==> src/rtl/fguard_pkg.sv <==
`timescale 1ns/1ps
package fguard_pkg;

  // Illegal instruction encoding returned on a guarded fetch
  localparam logic [31:0] TRAP_WORD = 32'h0000_0000;

  // Register selection decoded from the byte offset
  typedef enum logic [1:0] {
    SEL_CTRL  = 2'd0,
    SEL_LOWER = 2'd1,
    SEL_UPPER = 2'd2,
    SEL_NONE  = 2'd3
  } reg_sel_e;

endpackage

==> src/rtl/fguard_regs.sv <==
`timescale 1ns/1ps
module fguard_regs #(
  parameter int unsigned AW    = 32,
  parameter int unsigned OFF_W = 8
) (
  input  logic             clk,
  input  logic             rst_n,
  input  logic             app_mode,
  input  logic             cs,
  input  logic             we,
  input  logic [OFF_W-1:0] off,
  input  logic [AW-1:0]    wdata,
  output logic [AW-1:0]    rdata,
  output logic             armed,
  output logic [AW-1:0]    lower,
  output logic [AW-1:0]    upper
);
  import fguard_pkg::*;

  function automatic reg_sel_e sel_of(input logic [OFF_W-1:0] o);
    if (o == OFF_W'(0))      return SEL_CTRL;
    else if (o == OFF_W'(4)) return SEL_LOWER;
    else if (o == OFF_W'(8)) return SEL_UPPER;
    else                     return SEL_NONE;
  endfunction

  reg_sel_e    sel;
  logic        wr_ctrl, wr_lower, wr_upper;
  logic        arm_set, arm_clr;
  logic        armed_q;
  logic [AW-1:0] lower_q, upper_q;

  assign sel      = sel_of(off);
  assign wr_ctrl  = cs && we && (sel == SEL_CTRL);
  // bounds are frozen while armed
  assign wr_lower = cs && we && (sel == SEL_LOWER) && !armed_q;
  assign wr_upper = cs && we && (sel == SEL_UPPER) && !armed_q;
  assign arm_set  = wr_ctrl && wdata[0];
  // disarm only outside application mode
  assign arm_clr  = wr_ctrl && !wdata[0] && !app_mode;

  always_ff @(posedge clk or negedge rst_n) begin
    if (!rst_n) begin
      armed_q <= 1'b0;
      lower_q <= '0;
      upper_q <= '0;
    end else begin
      if (arm_set)       armed_q <= 1'b1;
      else if (arm_clr)  armed_q <= 1'b0;
      if (wr_lower) lower_q <= wdata;
      if (wr_upper) upper_q <= wdata;
    end
  end

  always_comb begin
    rdata = '0;
    if (cs) begin
      unique case (sel)
        SEL_CTRL:  rdata = {{(AW-1){1'b0}}, armed_q};
        SEL_LOWER: rdata = lower_q;
        SEL_UPPER: rdata = upper_q;
        default:   rdata = '0;
      endcase
    end
  end

  assign armed = armed_q;
  assign lower = lower_q;
  assign upper = upper_q;

  // in application mode the arm bit cannot fall
  p_arm_sticky_r8: assert property (@(posedge clk) disable iff (!rst_n)
    (armed_q && app_mode) |=> armed_q);

  // bounds hold while armed
  p_lower_locked_r7: assert property (@(posedge clk) disable iff (!rst_n)
    armed_q |=> $stable(lower_q));
  p_upper_locked_r7: assert property (@(posedge clk) disable iff (!rst_n)
    armed_q |=> $stable(upper_q));

  // a write of 1 to control arms from the next cycle
  p_arm_next_r9: assert property (@(posedge clk) disable iff (!rst_n)
    (cs && we && off == OFF_W'(0) && wdata[0]) |=> armed_q);

endmodule

==> src/rtl/fguard_span_check.sv <==
`timescale 1ns/1ps
module fguard_span_check #(
  parameter int unsigned     AW      = 32,
  parameter logic [AW-1:0]   FW_BASE = 32'hD000_0000,
  parameter logic [AW-1:0]   FW_SIZE = 32'h0000_0800
) (
  input  logic          fetch,
  input  logic [AW-1:0] addr,
  input  logic          armed,
  input  logic [AW-1:0] lower,
  input  logic [AW-1:0] upper,
  output logic          span_hit,
  output logic          fw_hit,
  output logic          trap_req
);
  localparam logic [AW-1:0] FW_LAST = FW_BASE + FW_SIZE - AW'(1);

  // inclusive range test on the full address width
  function automatic logic inside_incl(input logic [AW-1:0] a,
                                       input logic [AW-1:0] lo,
                                       input logic [AW-1:0] hi);
    return (a >= lo) && (a <= hi);
  endfunction

  assign span_hit = armed && inside_incl(addr, lower, upper);
  assign fw_hit   = inside_incl(addr, FW_BASE, FW_LAST);
  assign trap_req = fetch && (span_hit || fw_hit);

endmodule

==> src/rtl/fguard_fetch_mux.sv <==
`timescale 1ns/1ps
module fguard_fetch_mux #(
  parameter int unsigned   DW   = 32,
  parameter logic [DW-1:0] TRAP = '0
) (
  input  logic          trap_req,
  input  logic [DW-1:0] mem_rdata,
  output logic [DW-1:0] cpu_rdata
);
  assign cpu_rdata = trap_req ? TRAP : mem_rdata;
endmodule

==> src/rtl/fetch_guard.sv <==
`timescale 1ns/1ps
module fetch_guard #(
  parameter int unsigned ADDR_W  = 32,
  parameter int unsigned DATA_W  = 32,
  parameter int unsigned OFF_W   = 8,
  parameter logic [ADDR_W-1:0] FW_BASE = 32'hD000_0000,
  parameter logic [ADDR_W-1:0] FW_SIZE = 32'h0000_0800
) (
  input  logic              clk,
  input  logic              rst_n,
  input  logic              app_mode,
  input  logic              cfg_cs,
  input  logic              cfg_we,
  input  logic [OFF_W-1:0]  cfg_off,
  input  logic [ADDR_W-1:0] cfg_wdata,
  output logic [ADDR_W-1:0] cfg_rdata,
  input  logic [ADDR_W-1:0] cpu_addr,
  input  logic              cpu_instr,
  input  logic [DATA_W-1:0] mem_rdata,
  output logic [DATA_W-1:0] cpu_rdata
);
  localparam logic [DATA_W-1:0] TRAP = DATA_W'(fguard_pkg::TRAP_WORD);

  logic              armed;
  logic [ADDR_W-1:0] lower, upper;
  logic              span_hit, fw_hit, trap_req;

  fguard_regs #(.AW(ADDR_W), .OFF_W(OFF_W)) u_regs (
    .clk(clk), .rst_n(rst_n), .app_mode(app_mode),
    .cs(cfg_cs), .we(cfg_we), .off(cfg_off), .wdata(cfg_wdata),
    .rdata(cfg_rdata), .armed(armed), .lower(lower), .upper(upper)
  );

  fguard_span_check #(.AW(ADDR_W), .FW_BASE(FW_BASE), .FW_SIZE(FW_SIZE)) u_span (
    .fetch(cpu_instr), .addr(cpu_addr), .armed(armed),
    .lower(lower), .upper(upper),
    .span_hit(span_hit), .fw_hit(fw_hit), .trap_req(trap_req)
  );

  fguard_fetch_mux #(.DW(DATA_W), .TRAP(TRAP)) u_mux (
    .trap_req(trap_req), .mem_rdata(mem_rdata), .cpu_rdata(cpu_rdata)
  );

  // offset-style window test, written differently from the checker
  logic in_fw_offset;
  assign in_fw_offset = (cpu_addr - FW_BASE) < FW_SIZE;

  // data accesses pass through
  p_data_pass_r5: assert property (@(posedge clk) disable iff (!rst_n)
    !cpu_instr |-> cpu_rdata == mem_rdata);

  // firmware RAM fetches always trap
  p_fw_trap_r6: assert property (@(posedge clk) disable iff (!rst_n)
    (cpu_instr && in_fw_offset) |-> cpu_rdata == TRAP);

  // disarmed guard leaves fetches outside the firmware window untouched
  p_disarmed_pass_r3: assert property (@(posedge clk) disable iff (!rst_n)
    (cpu_instr && !armed && !in_fw_offset) |-> cpu_rdata == mem_rdata);

  // arm bit is low in the first cycle after reset
  p_reset_disarmed_r1: assert property (@(posedge clk) disable iff (!rst_n)
    $rose(rst_n) |-> !armed);

endmodule

==> config.mk <==
export PLATFORM = sky130hd
export DESIGN_NAME = fetch_guard
export DESIGN_NICKNAME = d
export VERILOG_FILES = /design/src/rtl/fguard_pkg.sv /design/src/rtl/fguard_regs.sv /design/src/rtl/fguard_span_check.sv /design/src/rtl/fguard_fetch_mux.sv /design/src/rtl/fetch_guard.sv
export SDC_FILE = /design/constraint.sdc
export NUM_CORES = 1
export LEC_CHECK = 0
export BUFFER_PORTS_ARGS = -buffer_cell sky130_fd_sc_hd__clkbuf_2
export CELL_PAD_IN_SITES_DETAIL_PLACEMENT = 1
export CELL_PAD_IN_SITES_GLOBAL_PLACEMENT = 1
export CORE_MARGIN = 2
export CORE_UTILIZATION = 40
export DETAILED_ROUTE_END_ITERATION = 8
export PLACE_DENSITY_LB_ADDON = 0.1
export RECOVER_POWER = 100
export SLEW_MARGIN = 10
export SYNTH_ARGS = -nofsm -noshare
export SYNTH_HDL_FRONTEND = slang
export SYNTH_SLANG_ARGS = --single-unit
==> constraint.sdc <==
create_clock -name clk -period 3.4 [get_ports clk]
set_input_delay 0.17 -clock clk [delete_from_list [all_inputs] [get_ports clk]]
set_output_delay 0.17 -clock clk [all_outputs]
set_load 0.1 [all_outputs]
==> metrics.md <==
| Metric | Value |
|---|---|
| Status | complete, but fails checks |
| Violated checks | max-capacitance violations, max-slew violations |
| Max frequency | 307 MHz |
| H-tree levels | 3 |
| Rel. slew slack | -0.467 |
| Post-synth top area cell | dfrtp_1 |
| Nets | 883 |
| Post-route cell area | 6250 um2 |
| Largest net degree at the start of global routing | 37 |
| Global placement routability congestion | 0.821 |
| Total power | 2200 uW |
| CTS Buffer Depth | 2 |
| Max VDD drop | 0.214 mV |
| Cell variety after synth | 47 |
| Wire per inst | 18.2 um |
| Top sig layer | met4 |
| Routed WL | 15.7 mm |
| DR vias/cell | 5.42 |
| LEAKAGE | 0.00307 uW |
| Die width | 115 um |
| Starting Density | 0.409 |
| Post-synth EDFFs | 0 |
| Metal2 WL | 7.89 mm |
| Crit end category | primary output |
| Critical path type | reg -> out |
| M1 WL | 6.86 mm |
| Least-Margin Pin Slew | 2200 ps |
| Hold Crit Class | in -> reg |
| Remaining DRCs | 0 |
| Hold Violations, Final | 0 |
| Die ar. | 13100 um2 |
| Syn Inst Count | 538 |
| Core region area | 12000 um2 |
| Clock Skew | 5.63 ps |
| Most frequent cells in the layout | clkbuf_2, inv_1, dfrtp_1, ha_1, nand2_1 |
| Fin crit share | 0.957 |
| Cell Pwr Density | 352 nW/um2 |
| Initial antenna violation count | 0 |
| Max-Cap Viols | 2 |
| Top_reg_cell synth | dfrtp_1 |
| DP HPWL | 12.0 mm |
| Setup-failing EPs final | 0 |
| CP required | 3230 ps |
| Post-synthesis cell area | 4890 um2 |
| Synth Area per Inst | 9.09 um2 |
| Sequential element share of the synthesized area | 0.333 |
| Worst r2r path cells | 5 |
| Number of global-route vias before repair | 4880 |
| Worst EP arrival | 3080 ps |
| Chip height | 115 um |
| Slew Viols, Final | 74 |
| 1st-iter DRT viols | 146 |
| Tot GR Track Use | 0.241 |
| Clock Sinks | 65 |
| Hold path depth | 3 |
| Most common cell after layout, fill and taps aside | clkbuf_2 |
| ANT cells | 0 |
| Clock Latency Late Sink | 340 ps |
| Async S/R FF share, synth | 1.00 |
| Syn. warnings | 0 |
| Dpl ws | 387 ps |
| Row cnt | 40 |
| Wire length on met3 | 580 um |
| Number of port buffers | 173 |
| Final setup margin | 147 ps |
| Inserted Clock Buffers | 9 |
| Synth top area cells | dfrtp_1, ha_1, mux2_1, inv_1, a22oi_1 |
| Global-route wire length before repair | 24.7 mm |
| CP startpoint kind | flip-flop |
| Synthesized flop and latch total | 65 |
| Share of the synthesized area in the top cell type | 0.333 |
| Final ANT Viol Nets | 0 |
| Clock root buffer | clkbuf_16 |
| GRT overflow | 0 |
| Vias | 4660 |
| CTS tree | yes |
| Share of layout cells above drive strength 1 | 0.279 |
| Num ports | 174 |
| Post-CTS Setup Inserts | 0 |
| Syn_nets | 712 |
| Min cycle time layout | 3250 ps |
| Clk slew on worst S/H paths | 60 ps |
| Area Growth Syn to Fin | 27.8% |
| Crit path max fanout | 32 |
| Placed inst area | 5940 um2 |
| DR pass1 iterations | 4 |
==> critical path, cell delays in order (launching register included) <==
cell and delay [ps]:
dfrtp_1 350, inv_1 60, ha_1 300, a21oi_1 190
o21ai_0 120, a221o_1 360, a2111oi_4 410, a31oi_4 130
buf_6 210, a21boi_1 210, clkbuf_4 370
==> registers in the layout (all words and copies together), names as in the netlist <==
name and cells:
u_regs.armed 1, u_regs.lower 32, u_regs.upper 32
==> cell type report <==
type / count / area [um2]
clock inverter: 2 / 12.5
timing repair buffer: 185 / 1010
tap: 147 / 184
fill: 1458 / 5710
sequential: 65 / 1630
multi-input combinational: 382 / 2900
clock buffer: 13 / 270
inverter: 66 / 248
==> path summary, 6_finish.rpt <==
path,startpoint,endpoint,slack [ps]
max in group asynchronous,rst_n,u_regs.upper[23],1200
setup reg to reg,u_regs.armed,u_regs.lower[11],720
hold / removal,cfg_wdata[25],u_regs.lower[25],50
min in group asynchronous,rst_n,u_regs.lower[8],470
setup / recovery,u_regs.lower[9],cpu_rdata[27],150
hold reg to reg,u_regs.upper[15],u_regs.upper[15],520
==> Yosys cell counts, types with 3 or more instances <==
cell	n
nor2_1	9
o21ai_0	41
inv_1	66
a21boi_1	30
a21oi_1	25
ha_1	64
nor4_1	6
nand2_1	49
mux2_1	28
nor3_1	6
nand4_1	12
dfrtp_1	65
mux2_2	4
buf_6	3
a22oi_1	32
nor2b_1	34
buf_2	6
nand3_1	8
clkbuf_1	15
==> layer usage <==
layer,up-vias,track usage
met1,2276,0.304
met4,0,0.0886
met5,-,0
met2,108,0.421
met3,23,0.0334
li1,2253,-
==> repair_timing <==
action / 4_1_cts / 5_1_grt
setup endpoints to repair: 0 / 32
gates resized for setup: 0 / 65
hold buffers: 0 / 0
endpoints found under the hold margin: 0 / 0
==> per-stage QoR <==
step / cells / TNS, ps / utilization / hold WS (ps)
after detailed placement: 845 / 0 / 0.496 / 377
after global routing: 860 / -25.1 / 0.522 / 60.8
after CTS: 860 / 0 / 0.520 / 11.2
after floorplan: 538 / -4400 / - / -126
after global placement: 845 / 0 / 0.496 / 371
final: 860 / 0 / 0.522 / 49.3
==> cell families after synthesis <==
group / after synthesis / synth area share
buf+inv: 91 / 0.0760
compound gates: 148 / 0.204
flops: 65 / 0.333
mux: 33 / 0.0757
fa+ha+maj: 64 / 0.164
simple gates: 137 / 0.148
==> power by group <==
part | switching, uW | internal, uW | total, uW | leakage [uW]
sequential | 18.9 | 803 | 822 | 0.000752
clock | 349 | 548 | 897 | 0.000138
combinational | 327 | 156 | 484 | 0.00218
total | 695 | 1510 | 2200 | 0.00307
Note: power is estimated with default switching activity, not from simulation.
